## src/rtl/pbs_pkg.sv

```systemverilog
package pbs_pkg;
    typedef enum logic [1:0] {
        OP_NONE  = 2'd0,
        OP_READ  = 2'd1,
        OP_WRITE = 2'd2
    } op_e;
endpackage

```

## src/rtl/pbs_burst_seq.sv

```systemverilog
module pbs_burst_seq
    import pbs_pkg::*;
#(
    parameter int ADDR_W = 6,
    parameter int LANES  = 4
) (
    input  logic              clk,
    input  logic              rst_n,
    input  logic [ADDR_W-1:0] addr,
    input  logic              ce_n,
    input  logic              ce2,
    input  logic              ce2_n,
    input  logic              adsp_n,
    input  logic              adsc_n,
    input  logic              adv_n,
    input  logic              gw_n,
    input  logic              bwe_n,
    input  logic [LANES-1:0]  bw_n,
    input  logic              burst_il,
    output op_e               op_o,
    output logic [ADDR_W-1:0] addr_o,
    output logic [LANES-1:0]  mask_o
);
    localparam int BEAT_W = 2;

    typedef struct packed {
        logic [ADDR_W-1:0] base;
        logic [BEAT_W-1:0] cnt;
        logic              il;
        logic              act;
    } seq_t;

    seq_t seq_d, seq_q;
    logic p_go, c_go, sel_x, wr_any;
    logic [LANES-1:0]  mask_w;
    logic [BEAT_W-1:0] low_w;

    always_comb begin
        seq_d  = seq_q;
        op_o   = OP_NONE;
        addr_o = addr;
        p_go   = !adsp_n && !ce_n;
        c_go   = !adsc_n && !p_go;
        sel_x  = ce2 && !ce2_n;
        mask_w = !gw_n ? {LANES{1'b1}} : (!bwe_n ? ~bw_n : '0);
        wr_any = |mask_w;
        low_w  = '0;
        if (p_go || c_go) begin
            seq_d.base = addr;
            seq_d.cnt  = '0;
            seq_d.il   = burst_il;
            seq_d.act  = sel_x && !ce_n;
            if (seq_d.act) begin
                op_o = (p_go || !wr_any) ? OP_READ : OP_WRITE;
            end
        end else if (seq_q.act) begin
            if (!adv_n) begin
                seq_d.cnt = seq_q.cnt + 1'b1;
            end
            low_w  = seq_q.il ? (seq_q.base[BEAT_W-1:0] ^ seq_d.cnt)
                              : (seq_q.base[BEAT_W-1:0] + seq_d.cnt);
            addr_o = {seq_q.base[ADDR_W-1:BEAT_W], low_w};
            op_o   = wr_any ? OP_WRITE : OP_READ;
        end
        mask_o = (op_o == OP_WRITE) ? mask_w : '0;
    end

    always_ff @(posedge clk or negedge rst_n) begin
        if (!rst_n) begin
            seq_q <= '0;
        end else begin
            seq_q <= seq_d;
        end
    end

    // processor strobe with primary enable never writes
    a_r4_adsp_reads: assert property (@(posedge clk) disable iff (!rst_n)
        (!adsp_n && !ce_n) |-> (op_o != OP_WRITE));

    // ignored processor strobe with no controller strobe keeps a burst alive
    a_r5_adsp_ignored: assert property (@(posedge clk) disable iff (!rst_n)
        (ce_n && !adsp_n && adsc_n && seq_q.act) |=> seq_q.act);

    // a wait beat keeps the beat counter
    a_r9_wait_holds: assert property (@(posedge clk) disable iff (!rst_n)
        (seq_q.act && adsp_n && adsc_n && adv_n) |=> $stable(seq_q.cnt));
endmodule

```

## src/rtl/pbs_byte_ram.sv

```systemverilog
module pbs_byte_ram
    import pbs_pkg::*;
#(
    parameter int ADDR_W = 6,
    parameter int LANES  = 4,
    parameter int LANE_W = 8
) (
    input  logic                    clk,
    input  logic                    rst_n,
    input  op_e                     op,
    input  logic [ADDR_W-1:0]       addr,
    input  logic [LANES-1:0]        mask,
    input  logic [LANES*LANE_W-1:0] wdata,
    output logic [LANES*LANE_W-1:0] data_q,
    output logic                    valid_q
);
    localparam int DATA_W = LANES * LANE_W;
    localparam int DEPTH  = 1 << ADDR_W;

    typedef struct packed {
        logic [DATA_W-1:0] data;
        logic              valid;
    } out_t;

    out_t out_d, out_q;
    logic [LANE_W-1:0] lane_rd [LANES];
    logic [DATA_W-1:0] word_rd;

    for (genvar l = 0; l < LANES; l++) begin : g_lane
        logic [LANE_W-1:0] mem [DEPTH];
        always_ff @(posedge clk) begin
            if (op == OP_WRITE && mask[l]) begin
                mem[addr] <= wdata[l*LANE_W +: LANE_W];
            end
        end
        assign lane_rd[l] = mem[addr];
        assign word_rd[l*LANE_W +: LANE_W] = lane_rd[l];
    end

    always_comb begin
        out_d       = out_q;
        out_d.valid = (op == OP_READ);
        if (op == OP_READ) begin
            out_d.data = word_rd;
        end
    end

    always_ff @(posedge clk or negedge rst_n) begin
        if (!rst_n) begin
            out_q <= '0;
        end else begin
            out_q <= out_d;
        end
    end

    assign data_q  = out_q.data;
    assign valid_q = out_q.valid;

    // valid output only follows a read access
    a_r1_valid_follows: assert property (@(posedge clk) disable iff (!rst_n)
        (op != OP_READ) |=> !valid_q);
endmodule

```

## src/rtl/pbs_sram.sv

```systemverilog
module pbs_sram
    import pbs_pkg::*;
#(
    parameter int ADDR_W = 6,
    parameter int LANES  = 4,
    parameter int LANE_W = 8
) (
    input  logic                    clk,
    input  logic                    rst_n,
    input  logic [ADDR_W-1:0]       addr,
    input  logic [LANES*LANE_W-1:0] wdata,
    input  logic                    ce_n,
    input  logic                    ce2,
    input  logic                    ce2_n,
    input  logic                    adsp_n,
    input  logic                    adsc_n,
    input  logic                    adv_n,
    input  logic                    gw_n,
    input  logic                    bwe_n,
    input  logic [LANES-1:0]        bw_n,
    input  logic                    burst_il,
    input  logic                    oe_n,
    output logic [LANES*LANE_W-1:0] rd_data,
    output logic                    rd_valid
);
    localparam int DATA_W = LANES * LANE_W;

    typedef struct packed {
        op_e               op;
        logic [ADDR_W-1:0] addr;
        logic [LANES-1:0]  mask;
        logic [DATA_W-1:0] wd;
    } stg_t;

    stg_t stg_d, stg_q;
    op_e               op_c;
    logic [ADDR_W-1:0] addr_c;
    logic [LANES-1:0]  mask_c;
    logic [DATA_W-1:0] data_q;
    logic              valid_q;

    pbs_burst_seq #(.ADDR_W(ADDR_W), .LANES(LANES)) seq_i (
        .clk(clk), .rst_n(rst_n), .addr(addr),
        .ce_n(ce_n), .ce2(ce2), .ce2_n(ce2_n),
        .adsp_n(adsp_n), .adsc_n(adsc_n), .adv_n(adv_n),
        .gw_n(gw_n), .bwe_n(bwe_n), .bw_n(bw_n), .burst_il(burst_il),
        .op_o(op_c), .addr_o(addr_c), .mask_o(mask_c)
    );

    always_comb begin
        stg_d      = stg_q;
        stg_d.op   = op_c;
        stg_d.addr = addr_c;
        stg_d.mask = mask_c;
        stg_d.wd   = wdata;
    end

    always_ff @(posedge clk or negedge rst_n) begin
        if (!rst_n) begin
            stg_q <= '0;
        end else begin
            stg_q <= stg_d;
        end
    end

    pbs_byte_ram #(.ADDR_W(ADDR_W), .LANES(LANES), .LANE_W(LANE_W)) ram_i (
        .clk(clk), .rst_n(rst_n), .op(stg_q.op), .addr(stg_q.addr),
        .mask(stg_q.mask), .wdata(stg_q.wd),
        .data_q(data_q), .valid_q(valid_q)
    );

    assign rd_valid = valid_q && !oe_n;
    assign rd_data  = rd_valid ? data_q : '0;

    // a read decided now is visible one pipeline cycle later
    a_r1_read_latency: assert property (@(posedge clk) disable iff (!rst_n)
        (op_c == OP_READ) |=> ##1 (rd_valid || oe_n));

    // a cycle with no access yields no valid data
    a_r7_deselect_quiet: assert property (@(posedge clk) disable iff (!rst_n)
        (op_c == OP_NONE) |=> ##1 !rd_valid);
endmodule

```

## config.mk

```make
export PLATFORM = sky130hd
export DESIGN_NAME = pbs_sram
export DESIGN_NICKNAME = d
export VERILOG_FILES = /design/src/rtl/pbs_pkg.sv /design/src/rtl/pbs_burst_seq.sv /design/src/rtl/pbs_byte_ram.sv /design/src/rtl/pbs_sram.sv
export SDC_FILE = /design/constraint.sdc
export NUM_CORES = 2
export LEC_CHECK = 0
export ABC_AREA = 1
export BUFFER_PORTS_ARGS = -buffer_cell sky130_fd_sc_hd__buf_2
export CORE_MARGIN = 1.5
export CORE_UTILIZATION = 26
export CTS_CLUSTER_DIAMETER = 80
export DETAILED_ROUTE_END_ITERATION = 6
export GPL_ROUTABILITY_DRIVEN = 0
export HOLD_SLACK_MARGIN = 0.15
export PLACE_DENSITY = 0.39
export SYNTH_ARGS = -nofsm -noshare
export SYNTH_HDL_FRONTEND = slang
export SYNTH_SLANG_ARGS = --single-unit
```

## constraint.sdc

```tcl
create_clock -name clk -period 2.78 [get_ports clk]
set_input_delay 0.139 -clock clk [delete_from_list [all_inputs] [get_ports clk]]
set_output_delay 0.139 -clock clk [all_outputs]
set_load 0.03 [all_outputs]
```

==> out/metrics.csv <==
stage,metric,value,unit
status,status,"finished, final reports clean",
power_and_ir_drop,Worst VDD drop,0.000487,V
placement,input/output buffers,86,
global_route,met3 GRT Util,0.0241,
placement,Area after DPL,0.101,mm²
critical_path,Startpoint Class,register,
critical_path,crit path DAT,3300,ps
final_layout,Finished Layout Cells,14000,
logic_synthesis,"Avg Cell Area, Syn",10.7,µm²
global_route,initial antenna violation count,21,
clock_network,CTS sink count,2135,
power_and_ir_drop,pwr dens,652,mW/mm²
sta,Slew HR,0.311,
logic_synthesis,multiplexer area fraction after synthesis,0,
routing,via count,60300,
sta,FMAX,0.366,GHz
power_and_ir_drop,Static Leakage,45.2,nW
global_route,largest net degree at the start of global routing,77,
clock_network,Clock transition at path regs,60,ps
routing,Detail Route Antenna Nets,0,
sta,Setup TNS,0,ps
sta,Hold Fails Final Rpt,0,
die,Die Height,593,µm
clock_network,root buffer cell,clkbuf_16,
sta,endpoints failing setup,0,
critical_path,crit path capture type,register,
routing,via-per-instance ratio,4.31,
logic_synthesis,post-synthesis simple-gate area fraction,0.173,
logic_synthesis,synth unique cells,31,
sta,final worst slack,44.8,ps
global_route,GRT overflow,0,
routing,DRC errors left,0,
logic_synthesis,gate count of the mapped netlist,8479,
final_layout,share of layout cells above drive strength 1,0.130,
die,Initial Util,0.262,
global_route,first-pass GRT wire length,443,mm
logic_synthesis,YS warnings,0,
logic_synthesis,Synth Area in Adders,0.000138,
final_layout,final instance area,0.110,mm²
die,die width,593,µm
clock_network,number of buffers added for setup after CTS,0,
power_and_ir_drop,Power Total,71.7,mW
final_layout,fin util,0.317,
sta,Final period util,0.984,
logic_synthesis,main combinational cell family by area after synthesis,simple AND/OR/NAND/NOR gates,
clock_network,CTS tree,yes,
global_route,M1 GR Usage,0.230,
clock_network,clk buf depth,4,
sta,RSZ-0062 raised after global routing,no,
routing,DRT iter0 DRCs,4929,
die,IO Pins,87,
global_route,met2 Use GR,0.300,
logic_synthesis,Synth Area in Compound Gates,0.0390,
critical_path,Crit Path Max Fanout,16,
global_route,Most Crowded Layer GR,met2,
routing,Detailed Route WL,312,mm
clock_network,htree depth,4,
routing,drt pass-1 iters,7,
final_layout,Area Growth Syn to Fin,21.3,%
critical_path,WP data required,3340,ps
die,FP Rows,216,
die,Die Area,0.352,mm²
logic_synthesis,Syn Nets,8534,
sta,Final Slew Violations,0,
logic_synthesis,Seq cells post-synth,2135,
global_route,gr usage total,0.175,
clock_network,Clock Latency Late Sink,910,ps
global_route,vias in the first global route,59000,
sta,Post-Route Skew,65.7,ps
clock_network,CTS Buf Count,243,
logic_synthesis,XOR/XNOR share of the synthesized area,0.000193,
placement,DP Wirelength,206,mm
job,max_cap viols,0,
logic_synthesis,Mapped Area,0.0906,mm²
final_layout,# nets final,9246,
logic_synthesis,"Seq/Total Area, Yosys",0.703,
worst_hold_path,class of the worst hold path,input port to register,
sta,minimum clock period,2740,ps
sta,Worst-Margin Slew,1030,ps
placement,pre-CTS WS,-229,ps
die,core area,0.346,mm²
placement,dpl cells,13400,
routing,Routed WL per cell,22.4,µm
critical_path,Crit Path Class,register to register,
sta,smallest hold slack,233,ps
[cell usage after synthesis, drive strengths merged]
cell,count,area [µm²]
nor2,900,3430
clkbuf,107,402
a21oi,4,20.0
edfxtp,2048,61500
o22ai,3,18.8
xor2,2,17.5
nand4,1,6.26
nor3,8,60.1
o21ai,276,1380
nand2,2221,8340
ha,1,12.5
clkinv,1,3.75
inv,1509,5670
dfrtp,87,2180
or2,107,669
nand3,627,3140
o211ai,279,2110
nor4,1,6.26
buf,297,1660
[report_power, final]
group	total (mW)	internal [mW]	switching [mW]
sequential	35.6	35.4	0.234
clock	30.5	17.5	13.0
combinational	5.54	1.63	3.91
[cells in the final DEF (no fill, tap or decap), types with 9 or more instances in the layout]
cell type      instances
nand2_1             2217
diode_2               15
clkinv_1              60
bufinv_16             12
clkbuf_8               9
nand3_1              623
o21ai_1               64
nor2_1               881
o21ai_0              212
dfrtp_2               32
dlygate4sd3_1        122
clkbuf_1              65
nor2_4                11
edfxtp_1            2048
dfrtp_1               54
clkinv_2              42
buf_12               109
clkbuf_16            247
buf_4                553
or2_2                 75
o211ai_1             276
inv_1               1498
or2_1                 29
buf_2                 85
[logic make-up (layout without fill, tap and decap cells)]
group,Yosys count,in the layout
AO/OA/AOI/OAI,562,562
XOR/XNOR,2,2
other,0,15
flip-flops,2135,2135
AND/OR/NAND/NOR,3865,3865
adder cells (fa/ha/maj),1,1
buffers and inverters,1914,2820
[area by class of cell]
| cell class | instances | area (µm²) |
|---|---|---|
| Fill cell | 35400 | 237000 |
| Sequential cell | 2135 | 63700 |
| Multi-Input combinational cell | 4430 | 19400 |
| Timing Repair Buffer | 871 | 8020 |
| Clock buffer | 321 | 6550 |
| Tap cell | 4578 | 5730 |
| Inverter | 1510 | 5690 |
| Clock inverter | 118 | 853 |
| Antenna cell | 15 | 37.5 |
[path summary, 6_finish.rpt]
path	start	endpoint	slack, ps	cells after the start
setup reg to reg	stg_q[38]	ram_i.g_lane[0].mem[44][7]	40	9
min in group asynchronous	rst_n	stg_q[25]	410	4
hold / removal	addr[1]	stg_q[37]	230	4
setup / recovery	stg_q[38]	ram_i.g_lane[0].mem[44][7]	40	9
max in group asynchronous	rst_n	ram_i.data_q[17]	1920	4
hold reg to reg	ram_i.data_q[15]	ram_i.data_q[15]	540	2
[routing by layer]
| layer | up-vias | part of all wire |
|---|---|---|
| met3 | 390 | 0.044 |
| met4 | 0 | 0.031 |
| met1 | 29700 | 0.44 |
| met2 | 1306 | 0.49 |
| li1 | 28900 | - |
| met5 | - | 0 |
[sequential cells by signal (all words and copies together), names as in the netlist]
| name | cells |
|---|---|
| ram_i.g_lane.mem | 2048 |
| seq_i.seq_q | 10 |
| ram_i.valid_q | 1 |
| ram_i.data_q | 32 |
| stg_q | 44 |
[critical path, cell delays in order (launching register included)]
cell and delay (ps):
dfrtp_1 520, inv_1 140, nor2_4 160, buf_12 220, inv_1 130, nor2_4 200
nand2_1 230, buf_4 240, nor2_2 270, buf_4 260
[what timing repair did]
action | 4_1_cts | 5_1_grt
hold buffers | 123 | 0
hold endpoints to repair | 141 | 0
endpoints found under the setup margin | 32 | 39
resized for setup | 12 | 5
gates cloned | 0 | 0
(Power assumes the default switching activity.)
